## config.mk

```make
export PLATFORM = sky130hd
export DESIGN_NAME = bl_offset_cal
export DESIGN_NICKNAME = d
export VERILOG_FILES = /design/src/rtl/bl_cal_pkg.sv /design/src/rtl/bl_window_avg.sv /design/src/rtl/bl_step_weight.sv /design/src/rtl/bl_offset_update.sv /design/src/rtl/bl_offset_cal.sv
export SDC_FILE = /design/constraint.sdc
export NUM_CORES = 1
export LEC_CHECK = 0
export BUFFER_PORTS_ARGS = -buffer_cell sky130_fd_sc_hd__buf_2
export CAP_MARGIN = 20
export CORE_ASPECT_RATIO = 0.7
export CORE_MARGIN = 1
export CORE_UTILIZATION = 60
export DETAILED_ROUTE_END_ITERATION = 16
export GPL_ROUTABILITY_DRIVEN = 0
export PLACE_DENSITY = 0.9
export SETUP_SLACK_MARGIN = 0.5
export SYNTH_ARGS = -nofsm -noshare
export SYNTH_HDL_FRONTEND = slang
export SYNTH_HIERARCHICAL = 1
export SYNTH_SLANG_ARGS = --single-unit
```

## constraint.sdc

```tcl
create_clock -name clk -period 12.6 [get_ports clk]
set_input_delay 0.63 -clock clk [delete_from_list [all_inputs] [get_ports clk]]
set_output_delay 0.63 -clock clk [all_outputs]
set_load 0.1 [all_outputs]
```

## src/rtl/bl_cal_pkg.sv

```systemverilog
package bl_cal_pkg;
  typedef enum logic [1:0] {
    STEP_NONE = 2'd0,
    STEP_UP   = 2'd1,
    STEP_DOWN = 2'd2
  } step_dir_e;

  localparam int unsigned BAND_EDGE_3 = 128;
  localparam int unsigned BAND_EDGE_2 = 192;
  localparam int unsigned BAND_EDGE_1 = 256;
endpackage

```

## src/rtl/bl_window_avg.sv

```systemverilog
module bl_window_avg #(
  parameter int ADC_W   = 10,
  parameter int AVG_LOG = 4
) (
  input  logic             clk,
  input  logic             rst_n,
  input  logic             clamp_n,
  input  logic             s_valid,
  input  logic [ADC_W-1:0] s_data,
  output logic             win_start,
  output logic             win_end,
  output logic             win_full,
  output logic [ADC_W-1:0] avg
);
  localparam int N_SAMP = 1 << AVG_LOG;
  localparam int ACC_W  = ADC_W + AVG_LOG;
  localparam int CNT_W  = AVG_LOG + 1;

  logic             clamp_q;
  logic [CNT_W-1:0] cnt_q;
  logic [ACC_W-1:0] acc_q;
  logic             take;

  assign win_start = clamp_q & ~clamp_n;
  assign win_end   = ~clamp_q & clamp_n;
  assign win_full  = (cnt_q == CNT_W'(N_SAMP));
  assign take      = ~clamp_n & s_valid & (win_start | (cnt_q < CNT_W'(N_SAMP)));
  assign avg       = acc_q[ACC_W-1:AVG_LOG];

  always_ff @(posedge clk or negedge rst_n) begin
    if (!rst_n) begin
      clamp_q <= 1'b1;
      cnt_q   <= '0;
      acc_q   <= '0;
    end else begin
      clamp_q <= clamp_n;
      if (win_start) begin
        cnt_q <= take ? CNT_W'(1) : '0;
        acc_q <= take ? ACC_W'(s_data) : '0;
      end else if (take) begin
        cnt_q <= cnt_q + CNT_W'(1);
        acc_q <= acc_q + ACC_W'(s_data);
      end
    end
  end
endmodule

```

## src/rtl/bl_step_weight.sv

```systemverilog
module bl_step_weight #(
  parameter int GAIN_W    = 10,
  parameter int GAIN_FRAC = 7,
  parameter int W_W       = GAIN_W + 3 - GAIN_FRAC
) (
  input  logic              clk,
  input  logic              rst_n,
  input  logic              load,
  input  logic [GAIN_W-1:0] gain_code,
  output logic [W_W-1:0]    weight
);
  import bl_cal_pkg::*;
  localparam int PROD_W = GAIN_W + 3;

  logic [GAIN_W-1:0] gain_q;
  logic [2:0]        band_n;
  logic [PROD_W-1:0] prod;

  always_ff @(posedge clk or negedge rst_n) begin
    if (!rst_n)    gain_q <= '0;
    else if (load) gain_q <= gain_code;
  end

  always_comb begin
    if (32'(gain_q) < BAND_EDGE_3)      band_n = 3'd4;
    else if (32'(gain_q) < BAND_EDGE_2) band_n = 3'd3;
    else if (32'(gain_q) < BAND_EDGE_1) band_n = 3'd2;
    else                                band_n = 3'd1;
  end

  assign prod   = PROD_W'(band_n) * (PROD_W'(gain_q) + PROD_W'(1 << GAIN_FRAC));
  assign weight = prod[PROD_W-1:GAIN_FRAC];
endmodule

```

## src/rtl/bl_offset_update.sv

```systemverilog
module bl_offset_update #(
  parameter int ADC_W  = 10,
  parameter int CDAC_W = 8,
  parameter int FDAC_W = 9,
  parameter int W_W    = 6
) (
  input  logic [ADC_W-1:0]  avg,
  input  logic [ADC_W-1:0]  target,
  input  logic [CDAC_W-1:0] coarse_cur,
  input  logic [FDAC_W-1:0] fine_cur,
  input  logic [W_W-1:0]    weight,
  output logic [CDAC_W-1:0] coarse_nxt,
  output logic [FDAC_W-1:0] fine_nxt,
  output logic              settled_nxt
);
  import bl_cal_pkg::*;
  localparam int R_W = ADC_W + 3;
  localparam logic signed [R_W-1:0] FMAX = R_W'((1 << (FDAC_W - 1)) - 1);
  localparam logic [CDAC_W-1:0] C_TOP = '1;

  logic signed [R_W-1:0] err, freq, fine_s, w_s;
  step_dir_e             dir;

  function automatic logic [FDAC_W-1:0] sat_fine(input logic signed [R_W-1:0] v);
    if (v > FMAX)       return FMAX[FDAC_W-1:0];
    else if (v < -FMAX) return (-FMAX);
    else                return v[FDAC_W-1:0];
  endfunction

  assign fine_s = {{(R_W-FDAC_W){fine_cur[FDAC_W-1]}}, fine_cur};
  assign w_s    = {{(R_W-W_W){1'b0}}, weight};
  assign err    = $signed({3'b000, avg}) - $signed({3'b000, target});
  assign freq   = fine_s - err;

  always_comb begin
    if (freq > FMAX && coarse_cur != C_TOP)      dir = STEP_UP;
    else if (freq < -FMAX && coarse_cur != '0)   dir = STEP_DOWN;
    else                                         dir = STEP_NONE;
  end

  always_comb begin
    unique case (dir)
      STEP_UP: begin
        coarse_nxt = coarse_cur + CDAC_W'(1);
        fine_nxt   = sat_fine(freq - w_s);
      end
      STEP_DOWN: begin
        coarse_nxt = coarse_cur - CDAC_W'(1);
        fine_nxt   = sat_fine(freq + w_s);
      end
      default: begin
        coarse_nxt = coarse_cur;
        fine_nxt   = sat_fine(freq);
      end
    endcase
  end

  assign settled_nxt = (dir == STEP_NONE) && (err >= -R_W'(1)) && (err <= R_W'(1));
endmodule

```

## src/rtl/bl_offset_cal.sv

```systemverilog
module bl_offset_cal #(
  parameter int ADC_W     = 10,
  parameter int AVG_LOG   = 4,
  parameter int GAIN_W    = 10,
  parameter int GAIN_FRAC = 7,
  parameter int CDAC_W    = 8,
  parameter int FDAC_W    = 9,
  parameter int TGT_RESET = 64
) (
  input  logic              clk,
  input  logic              rst_n,
  input  logic              clamp_n,
  input  logic              adc_valid,
  output logic              adc_ready,
  input  logic [ADC_W-1:0]  adc_data,
  input  logic [GAIN_W-1:0] gain_code,
  input  logic              tgt_wr_en,
  input  logic [ADC_W-1:0]  tgt_wr_data,
  output logic [CDAC_W-1:0] coarse_code,
  output logic [FDAC_W-1:0] fine_code,
  output logic              settled
);
  localparam int W_W = GAIN_W + 3 - GAIN_FRAC;
  localparam logic [CDAC_W-1:0] C_MID = CDAC_W'(1 << (CDAC_W - 1));

  logic              win_start, win_end, win_full, cal_update;
  logic [ADC_W-1:0]  avg, target_q;
  logic [W_W-1:0]    weight;
  logic [CDAC_W-1:0] coarse_nxt;
  logic [FDAC_W-1:0] fine_nxt;
  logic              settled_nxt;

  assign adc_ready  = 1'b1;
  assign cal_update = win_end & win_full;

  bl_window_avg #(.ADC_W(ADC_W), .AVG_LOG(AVG_LOG)) u_avg (
    .clk(clk), .rst_n(rst_n), .clamp_n(clamp_n), .s_valid(adc_valid),
    .s_data(adc_data), .win_start(win_start), .win_end(win_end),
    .win_full(win_full), .avg(avg)
  );

  bl_step_weight #(.GAIN_W(GAIN_W), .GAIN_FRAC(GAIN_FRAC), .W_W(W_W)) u_wt (
    .clk(clk), .rst_n(rst_n), .load(win_start), .gain_code(gain_code),
    .weight(weight)
  );

  bl_offset_update #(.ADC_W(ADC_W), .CDAC_W(CDAC_W), .FDAC_W(FDAC_W), .W_W(W_W)) u_upd (
    .avg(avg), .target(target_q), .coarse_cur(coarse_code), .fine_cur(fine_code),
    .weight(weight), .coarse_nxt(coarse_nxt), .fine_nxt(fine_nxt),
    .settled_nxt(settled_nxt)
  );

  always_ff @(posedge clk or negedge rst_n) begin
    if (!rst_n)         target_q <= ADC_W'(TGT_RESET);
    else if (tgt_wr_en) target_q <= tgt_wr_data;
  end

  always_ff @(posedge clk or negedge rst_n) begin
    if (!rst_n) begin
      coarse_code <= C_MID;
      fine_code   <= '0;
      settled     <= 1'b0;
    end else if (cal_update) begin
      coarse_code <= coarse_nxt;
      fine_code   <= fine_nxt;
      settled     <= settled_nxt;
    end
  end
endmodule

```

==> results of run 1 <==
## critical path, delay by kind of cell, from the launching register on
kind,cells,cell delay [ns]
compound gates,7,2.00
xor+xnor,1,0.20
fa+ha+maj,4,1.40
buf+inv,2,0.17
flops,1,0.54
mux,1,0.26
simple gates,8,1.94
## per-stage QoR
| step | cell area [um^2] | utilization [%] | hold WS, ns |
|---|---|---|---|
| after global placement | 6954 | 65.67 | 0.4879 |
| after detailed placement | 6954 | 65.67 | 0.4921 |
| after global routing | 7303 | 68.97 | 0.4278 |
| after CTS | 7303 | 68.97 | 0.4277 |
| after floorplan | 6706 | - | 0.3344 |
| final | 7303 | 68.97 | 0.4280 |
## cells by family after synthesis
kind of cell,after synthesis
AND/OR/NAND/NOR,236
AO/OA/AOI/OAI,213
multiplexers,46
other,3
adder cells (fa/ha/maj),72
buffers and inverters,97
XOR/XNOR,47
flip-flops,58
## cells in the final DEF (no fill, tap or decap), types with 14 or more instances in the layout
cell type,synthesis,routed
a21o_1,14,14
a21oi_1,50,50
buf_2,10,52
dfrtp_1,55,55
fa_1,15,15
ha_1,57,57
inv_1,62,62
mux2_2,30,30
nand2_1,51,51
nand3_1,24,24
nor2_1,48,48
nor3_1,15,15
o21ai_0,31,31
xnor2_1,29,29
xor2_1,17,17
## registers in the layout, indices dropped and copies added (netlist names)
signal	cells
u_avg/clamp_q	1
u_wt/gain_q	10
u_avg/cnt_q	5
coarse_code	8
target_q	10
settled	1
u_avg/acc_q	14
fine_code	9
## how the worst max path moves through the flow
| stage | slack, ns | end | start |
|---|---|---|---|
| CTS | 6.12 | coarse_code[7] | u_avg/acc_q[4] |
| global route | 5.59 | coarse_code[7] | u_avg/acc_q[4] |
| finish | 5.96 | fine_code[0] | u_wt/gain_q[7] |
| floorplan | 6.66 | coarse_code[7] | u_avg/acc_q[4] |
| detailed placement | 6.18 | fine_code[0] | u_wt/gain_q[7] |
| global placement | 6.34 | coarse_code[7] | u_avg/acc_q[4] |
## layer usage
layer  routed length, um  track usage (%)
met2                7489            44.64
met4                 259            7.745
met3                1496            6.872
met1                7658            44.00
met5                   0                0
## cell type report
type                    instances  area (um^2)  share of cell area, %
clock buffers                  13        280.3                  3.838
clock inverters                 3        68.82                 0.9423
inverters                      64        240.2                  3.289
multi-input cells             617         4791                  65.60
flip-flops and latches         58         1455                  19.92
well taps                     148        185.2                  2.536
repair buffers                 55        282.8                  3.872
==> impl_results.md, run 1 <==
* Slowest Stage Delay on Critical Path at about 0.58 ns
* Hpwl dp at ~12000 um
* Post-DRT Antenna Nets at 0
* Core Area at 10590 um^2
* Fillers at 801
* Reg-to-reg slack, setup at 5.96 ns
* Post-synth top area share at around 20%
* FMAX at between 150 and 200 MHz
* Post-synth top flop: dfrtp_1
* Clock Sinks at between 50 and 60
* Pre-CTS WS at 6.179 ns
* Max Clock Skew at around 0.0091 ns
* Slew Limit Fails at 0
* Endpoints failing setup at 0
* Most common cell in the netlist: inv_1
* Fin cells at 958
* Vias in the first global route at ~5700
* Final WL at 16900 um
* Worst-path maximum fanout at 9
* Global-route wire length before repair at 27970 um
* CP dominant cell by count: nor2_1
* WS Path Type: reg2reg
* CTS tree: built
* Io pins at 54
* CTS root buffer: clkbuf_16
* DRC at 0
* HP Class: in2async
* First-pass DRT Iterations at 5
* Initial antenna violation count at 0
* Reg-to-Reg Start: u_wt/gain_q[7]
* Number of synthesized flops with an enable pin at 0
* Post-CTS Hold Fix Bufs at 0
* Post-CTS Setup Inserts at 0
* Post-synthesis simple-gate area fraction at 19.35%
* Area delta synth->final at 8.899%
* Synth Area in Adders at between 10% and 20%
* Ant. Diodes at 0
* Max Cap Viol at 0
* Mean Syn Cell Area at 8.687 um^2
* Layout Nets at 912
* Longest Clk Path Bufs at 2
* Die width at 128.4 um
* Post-Syn Nets at 879
* CP required at 12.81 ns
* Clock transition at path regs at 0.06 ns
* Routed length per placed instance at 17.65 um
* Final setup TNS at 0 ns
* Die height at 90.46 um
* Cell count after synthesis at 772
* Die ar. at between 10000 and 15000 um^2
* Register area share after synthesis at 21.70%
* Crit path cell chain: inv_1 > o21ai_0 > and2_1 > fa_1 > ha_1 > a211oi_1 > nor2_1 > nor3_1 > xnor2_1 > ha_1 > inv_1 > fa_1 > o21ba_2 > o21ai_0 > a21oi_1 > nor2_1 > nor2_1 > or3_4 > or3_4 > a311o_1 > or3_1 > o311a_1 > mux2_4
* Largest net degree at the start of global routing at 59
* Share of cells above drive strength 1 at roughly 18%
* Most frequent cells after synthesis: inv_1, ha_1, dfrtp_1
* Setup repair after global routing missed its margin: no
* Vias per inst at 6.472
* Largest area contributor in the netlist: dfrtp_1
* Final Hold Viols at 0
* Tcrit/Tclk final at a little over half
* Max_slew headroom at a little over a quarter
* Minimum period implied by the final worst setup slack at 6.637 ns
* Synth Register Bits at 58
* Distinct cells, synth at slightly below 100
* Worst Setup Slack, final at about 6.0 ns
* Via count at 6200
* Synth async-reset ratio at 100.0%
* TritonCTS Buffers at 9
* Largest cells by area after synthesis: dfrtp_1, ha_1, mux2_2, fa_1, xnor2_1
* XOR/XNOR share of the synthesized area at 6.362%
* R2R Path End: fine_code[0]
* Compound-Gate Fraction of Synth Area at 22.26%
* Nature of the critical path endpoint: register
* Overall routing resource usage at a little over 30%
* Initial Util at a little under two thirds
* Htree depth at 3
* Post-CTS sizing at 0
* Largest family of logic cells by synthesized area: compound AO/OA/AOI/OAI gates
* Worst-Skew Late Latency at 0.33 ns
* Crit start category: register
* Worst reg-to-reg path cell count at 23
* Status: finished clean
* Cell area after synthesis at 6706 um^2
* Syn. warnings at 6
* Number of port buffers at 52
* Grt ovf at 0
* Initial drt markers at between 700 and 800
* Worst-margin pin slew at ~1.1 ns
* Core Rows at 31
* CP arrival at 6.85 ns
* Post-synthesis mux area share at 8.190%
* Inst Count DP at ~940
* Critical path's slowest cell: o21ai_0
Power of run 1 is not shown: default switching activity piles up to over one toggle a cycle in this logic, so the estimate is an artifact.
==> run 2: changes to the inputs <==
==> constraint.sdc (replaced) <==
create_clock -name clk -period 6.46 [get_ports clk]
set_input_delay 0.323 -clock clk [delete_from_list [all_inputs] [get_ports clk]]
set_output_delay 0.323 -clock clk [all_outputs]
set_load 0.1 [all_outputs]
==> run 2 against run 1 <==
  * Sequential cell count is the same
  * First-iteration DRC count grew 36%
  * Clock-buffer cell count shrank 3
  * Worst hold slack lost 0.30 ns
  * Die area is the same
  * Cell count grew 3.1%
  * Clock skew grew 0.0036 ns
  * Via count grew 9.8%
==> impl_results.md, run 2 (same netlist as run 1, synthesis figures left out) <==
* Status: finished clean
* Reg-to-Reg Start: u_wt/gain_q[9]
* Hold Path Sink: u_avg/clamp_q
* First-pass DRT Iterations at 7 (+2)
* CP dominant cell by count: inv_1
* Placed inst area at 6962 um^2 (+0.11%)
* Vias per inst at 6.890 (+6.5%)
* Worst reg-to-reg path cell count at 23 (unchanged)
* Layout Nets at 942 (+3.3%)
* Worst-Skew Late Latency at 0.34 ns (about the same)
* Ant. Diodes at 0 (unchanged)
* Final WL at 20120 um (+19%)
* Overall routing resource usage at 30.88% (+0.71 points)
* TritonCTS Buffers at 9 (unchanged)
* Grt ovf at 0 (unchanged)
* Top reg by flops: u_avg/acc_q
* Worst-path maximum fanout at 7 (-2)
* Minimum period implied by the final worst setup slack at 6.439 ns (-0.1973 ns)
* Commonest non-fill, non-tap cell in the layout: inv_1
* Max Cap Viol at 0 (unchanged)
* CTS tree: built
* Hold Crit Depth at 1
* Die width at 128.4 um (unchanged)
* Clock Sinks at 58 (unchanged)
* Finished Cell Area at 7869 um^2 (+7.7%)
* Via count at 6807 (+9.8%)
* CP arrival at 6.66 ns (-0.19 ns)
* Number of port buffers at 52 (unchanged)
* Most frequent cells in the layout: inv_1, buf_2, dfrtp_1
* Post-DRT Antenna Nets at 0 (unchanged)
* Final Hold Viols at 0 (unchanged)
* Core Area at 10590 um^2 (unchanged)
* Endpoints failing setup at 0 (unchanged)
* Routed length per placed instance at 20.36 um (+15%)
* Max_slew headroom at 28.63% (+1.8 points)
* Initial Util at 63.33% (unchanged)
* Final setup TNS at 0 ns (unchanged)
* Slew Limit Fails at 0 (unchanged)
* Tcrit/Tclk final at 99.68% (+47 points)
* Worst hold start: clamp_n
* Die height at 90.46 um (unchanged)
* Die ar. at 11610 um^2 (unchanged)
* Setup repair after global routing missed its margin: yes
* Reg-to-reg slack, setup at 0.02 ns (-5.94 ns)
* Crit start category: register
* CP required at 6.68 ns (-6.13 ns)
* CTS root buffer: clkbuf_16
* Global-route wire length before repair at 28620 um (+2.3%)
* Initial antenna violation count at 0 (unchanged)
* Io pins at 54 (unchanged)
* Initial drt markers at 1064 (+36%)
* Vias in the first global route at 5796 (+2.3%)
* Max Clock Skew at 0.01271 ns (+0.003567 ns)
* Clock transition at path regs at 0.06 ns (about the same)
* Crit path cell chain: nor3_4 > buf_4 > inv_1 > fa_1 > inv_1 > ha_2 > nand2_1 > o21ai_0 > a21oi_2 > xnor2_1 > inv_1 > ha_1 > inv_1 > o21ai_0 > a21oi_1 > o21ba_2 > nor2_1 > or3_1 > nor4_1 > a2111oi_0 > or4_1 > nand3_1 > mux2_2
* WS Path Type: reg2reg
* Hpwl dp at 12440 um (+1.9%)
* Nature of the critical path endpoint: register
* Area delta synth->final at 17.33%
* Longest Clk Path Bufs at 2 (unchanged)
* HP Class: in2reg
* DRC at 0 (unchanged)
* Largest regs: u_avg/acc_q (14), target_q (10), u_wt/gain_q (10)
* Slowest Stage Delay on Critical Path at 0.90 ns (+0.32 ns)
* Htree depth at 3 (unchanged)
* R2R Path End: fine_code[6]
* FMAX at 155.3 MHz (+3.1%)
* Fillers at 696 (-13%)
* Largest register FFs at 14 (unchanged)
* Largest net degree at the start of global routing at 59 (unchanged)
* Worst-margin pin slew at 1.063 ns (-0.02898 ns)
* Post-CTS Hold Fix Bufs at 0 (unchanged)
* Core Rows at 31 (unchanged)
* Critical path's slowest cell: a2111oi_0
* Share of cells above drive strength 1 at 27.74% (+9.6 points)
-- run 2: what timing repair did --
action	in CTS	in global routing
setup buffers	6	23
endpoints found under the setup margin	10	11
gates resized for setup	22	58
pin swaps	1	33
-- run 2: how the worst max path moves through the flow --
stage | cells after the start | slack [ns] | end | start
after floorplan | 30 | 0.52 | coarse_code[7] | u_avg/acc_q[4]
after global placement | 25 | 0.31 | fine_code[6] | u_wt/gain_q[7]
after detailed placement | 23 | 0.13 | fine_code[5] | u_wt/gain_q[7]
after CTS | 24 | 0.51 | fine_code[6] | u_wt/gain_q[9]
after global routing | 24 | 0.02 | fine_code[6] | u_wt/gain_q[9]
final | 23 | 0.02 | fine_code[6] | u_wt/gain_q[9]
-- run 2: final cells by class --
class                      instances  area (um^2)  area share, %
multi-input combinational        617         5115          65.00
sequential                        58         1460          18.56
timing repair buffer              85        520.5          6.615
inverter                          64        245.2          3.117
clock buffer                      10        229.0          2.910
tap                              148        185.2          2.353
clock inverter                     6        113.9          1.447
-- run 2: routing by layer --
metal	vias up	wire, um	GRT usage (%)
li1	2962	-	-
met1	3161	7889	43.37
met2	548	8748	46.94
met3	136	2539	7.109
met4	0	940	9.314
met5	-	0	0
-- run 2: critical path: cells and delay by family (launching register included) --
| family | cells | cell delay (ns) |
|---|---|---|
| buffers and inverters | 5 | 0.52 |
| XOR/XNOR | 1 | 0.29 |
| adder cells (fa/ha/maj) | 3 | 1.33 |
| multiplexers | 1 | 0.29 |
| AND/OR/NAND/NOR | 7 | 1.47 |
| AO/OA/AOI/OAI | 6 | 1.93 |
| flip-flops | 1 | 0.48 |
-- run 2: through the flow --
stage,worst slack (ns),instances,hold WS (ns),utilization [%]
detailed placement,0.1310,943,0.4701,65.75
global route,0.02488,988,0.1130,74.31
floorplan,0.5197,772,0.02741,-
finish,0.02064,988,0.1238,74.31
global placement,0.3108,943,0.4708,65.75
CTS,0.5059,965,0.1182,70.19
Power of run 2 is left out for the same reason.
==> run 3: changes to the inputs <==
--- a/config.mk
+++ b/config.mk
@@ -10,11 +10,11 @@
 export CORE_ASPECT_RATIO = 0.7
 export CORE_MARGIN = 1
 export CORE_UTILIZATION = 60
+export CTS_CLUSTER_SIZE = 16
 export DETAILED_ROUTE_END_ITERATION = 16
 export GPL_ROUTABILITY_DRIVEN = 0
-export PLACE_DENSITY = 0.9
+export PLACE_DENSITY = 0.8
 export SETUP_SLACK_MARGIN = 0.5
 export SYNTH_ARGS = -nofsm -noshare
 export SYNTH_HDL_FRONTEND = slang
-export SYNTH_HIERARCHICAL = 1
 export SYNTH_SLANG_ARGS = --single-unit
==> run 3 against run 2 <==
  * Sequential cell count unchanged
  * Routed wire length down 23%
  * Core utilization down 1.8 points
  * Register-to-register slack better by 0.71 ns
  * Cell count down 9.4%
  * Critical path depth up 4
  * Design area down 15%
  * Synthesized cell count down 7.8%
  * First-iteration DRC count down 51%
  * Die area down 13%
  * Clock skew down 0.0084 ns
  * Area after synthesis down 13%
  * Critical path type unchanged
  * Critical endpoint is now coarse_code[7]
  * Largest cell class unchanged
  * Highest routed layer unchanged
==> impl_results.md, run 3 <==
* Status: finished clean
* Most frequent cells in the layout: nand2_1, ha_1, inv_1, a21oi_1, nor2_1
* Distinct cells, synth at 75 (-24%)
* Setup repair after global routing missed its margin: no
* Final hold slack at 0.1404 ns (+0.01655 ns)
* Max Clock Skew at 0.004277 ns (-0.008431 ns)
* Max_slew headroom at 30.28% (+1.6 points)
* Share of cells above drive strength 1 at 17.25% (-10 points)
* Endpoints failing setup at 0 (unchanged)
* Largest family of logic cells by synthesized area: compound AO/OA/AOI/OAI gates
* Met2 WL post-DR at 6906 um (-21%)
* Placed inst area at 6193 um^2 (-11%)
* Metal1 wirelength at 6998 um (-11%)
* Io pins at 54 (unchanged)
* Synth async-reset ratio at 100.0% (unchanged)
* XOR/XNOR share of the synthesized area at 7.649% (+1.3 points)
* Crit start category: register
* Layout Nets at 877 (-6.9%)
* Lkg Pwr at 3.264 nW
* Tcrit/Tclk final at 88.77% (-11 points)
* Number of port buffers at 52 (unchanged)
* Final Hold Viols at 0 (unchanged)
* Die ar. at 10140 um^2 (-13%)
* Mean Syn Cell Area at 8.201 um^2 (-5.6%)
* Ant. Diodes at 0 (unchanged)
* Final WL at 15520 um (-23%)
* Hpwl dp at 11440 um (-8.0%)
* Register area share after synthesis at 24.92% (+3.2 points)
* Global-route wire length before repair at 25210 um (-12%)
* Most common cell in the netlist: nand2_1
* Synth Register Bits at 58 (unchanged)
* Largest cells by area after synthesis: dfrtp_1, ha_1, nand2_1, a21oi_1, fa_1
* Worst-margin pin slew at 1.046 ns (-0.01702 ns)
* Pre-CTS WS at 0.2127 ns (+0.08171 ns)
* Longest Clk Path Bufs at 2 (unchanged)
* Initial Util at 63.11% (-0.22 points)
* Vias per inst at 6.161 (-11%)
* Largest area contributor in the netlist: dfrtp_1
* Cell area after synthesis at 5839 um^2 (-13%)
* Clock Sinks at 58 (unchanged)
* Peak supply drop at around 190 uV
* Minimum period implied by the final worst setup slack at 5.734 ns (-0.7050 ns)
* Post-synth top flop: dfrtp_1
* Final setup TNS at 0 ns (unchanged)
* Post-synth top area share at 23.57% (+3.0 points)
* Top reg by flops: u_avg.acc_q
* Commonest non-fill, non-tap cell in the layout: nand2_1
* Worst Setup Slack, final at 0.7257 ns (+0.7050 ns)
* Area delta synth->final at 14.93%
* Post-CTS Hold Fix Bufs at 0 (unchanged)
* Nature of the critical path endpoint: register
* Fillers at 705 (+1.3%)
* Syn. warnings at 0 (-6)
* CP required at 6.71 ns (+0.03 ns)
* Initial antenna violation count at 0 (unchanged)
* Largest register FFs at 14 (unchanged)
* Pwr/cell area at 422.0 nW/um^2
* Core Rows at 29 (-6.5%)
* CTS tree: built
* Overall routing resource usage at 31.34% (+0.46 points)
* HP Class: in2reg
* Cell count after synthesis at 712 (-7.8%)
* Post-synthesis simple-gate area fraction at 20.68% (+1.3 points)
* Initial drt markers at 522 (-51%)
* DR top layer: met4
* Post-synthesis mux area share at 0.3643% (-7.8 points)
* Synth Area in Adders at 18.08% (+3.0 points)
* Vias in the first global route at 5208 (-10%)
* Htree depth at 3 (unchanged)
* CTS root buffer: clkbuf_16
* Worst-path maximum fanout at 8 (+1)
* WS Path Type: reg2reg
* WL met3 at 1266 um (-50%)
* DRC at 0 (unchanged)
* Finished Cell Area at 6711 um^2 (-15%)
* CP arrival at 5.99 ns (-0.67 ns)
* Fin cells at 895 (-9.4%)
* Slew Limit Fails at 0 (unchanged)
* Die height at 84.54 um (-6.5%)
* Compound-Gate Fraction of Synth Area at 22.61% (+0.35 points)
* TritonCTS Buffers at 9 (unchanged)
* Via count at 5514 (-19%)
* FMAX at 174.4 MHz (+12%)
* Largest regs: u_avg.acc_q (14), target_q (10), u_wt.gain_q (10)
* Number of synthesized flops with an enable pin at 0 (unchanged)
* Post-DRT Antenna Nets at 0 (unchanged)
* Routed length per placed instance at 17.34 um (-15%)
* Largest net degree at the start of global routing at 59 (unchanged)
* Most frequent cells after synthesis: nand2_1, ha_1, a21oi_1
* Max Cap Viol at 0 (unchanged)
* Inst Count DP at 870 (-7.7%)
* Core Area at 9253 um^2 (-13%)
* Grt ovf at 0 (unchanged)
* Worst-Skew Late Latency at 0.33 ns (about the same)
* Die width at 119.9 um (-6.6%)
* First-pass DRT Iterations at 6 (-1)
* Clock transition at path regs at 0.05 ns (about the same)
[run 3: cell families (layout without fill, tap and decap cells)]
| logic type | count (synthesis) | in the layout |
|---|---|---|
| AOI/OAI and AO/OA | 199 | 199 |
| muxes | 2 | 2 |
| xor gates and xnor gates | 51 | 51 |
| other | 1 | 2 |
| and+or+nand+nor | 244 | 244 |
| DFF | 58 | 58 |
| adders and majority gates | 76 | 76 |
| buffers and inverters | 81 | 139 |
[run 3: per-layer routing]
metal / vias to the layer above / GRT usage [%]
li1: 2611 / -
met1: 2594 / 45.75
met2: 270 / 46.66
met3: 39 / 5.707
met4: 0 / 10.57
met5: - / 0
[run 3: path summary, 6_finish.rpt]
| check | startpoint | endpoint | slack [ns] | depth (start not counted) |
|---|---|---|---|---|
| min in group asynchronous | rst_n | u_wt.gain_q[2] | 0.15 | 2 |
| worst max-delay path | u_avg.acc_q[4] | coarse_code[7] | 0.73 | 27 |
| worst min-delay path | clamp_n | u_avg.clamp_q | 0.14 | 1 |
| max in group asynchronous | rst_n | u_wt.gain_q[9] | 5.78 | 2 |
| worst min register to register | u_wt.gain_q[0] | u_wt.gain_q[0] | 0.51 | 2 |
| worst max register to register | u_avg.acc_q[4] | coarse_code[7] | 0.73 | 27 |
[run 3: power breakdown]
group	switching, mW	internal (mW)	total (mW)
clock network	0.170	0.319	0.489
registers	0.0392	0.399	0.438
logic	1.15	0.756	1.91
[run 3: stage by stage]
stage	power (mW)	utilization [%]
global route	3.012	72.54
global placement	2.059	66.94
finish	2.833	72.54
detailed placement	2.108	66.94
floorplan	1.731	-
CTS	2.641	70.59
[run 3: critical path, cell delays in order, from the launching register on]
cell and delay, ns:
dfrtp_1 0.39, inv_1 0.07, ha_1 0.14, inv_1 0.06, fa_1 0.39, a21o_1 0.19
a21oi_2 0.17, o21ai_1 0.12, o41ai_2 0.37, xor2_1 0.25, ha_1 0.31, and3_1 0.23
and2_1 0.20, o32ai_2 0.28, or3_4 0.20, nand2_1 0.07, a211o_1 0.37, o211a_4 0.30
ha_1 0.29, a21o_1 0.17, a21oi_2 0.19, o21bai_1 0.10, a21oi_2 0.15, o21bai_1 0.07
a21oi_1 0.17, xnor2_1 0.08, nor2_1 0.16, xor2_1 0.18
[run 3: final cells by class]
cell class	count	area (um^2)	share of cell area, %
multi-input cells	574	4204	62.64
flip-flops and latches	58	1459	21.74
repair buffers	68	380.4	5.667
clock buffers	12	256.5	3.822
inverters	55	206.4	3.076
well taps	124	155.1	2.312
clock inverters	4	50.05	0.7457
[run 3: timing repair]
item                                   4_1_cts  5_1_grt
setup buffers                                0        9
setup endpoints to repair                    9       10
gates resized for setup                      7       24
pin swaps                                    1       13
gates cloned                                 0        0
endpoints found under the hold margin        0        0
Power figures use the tool's default switching activity.
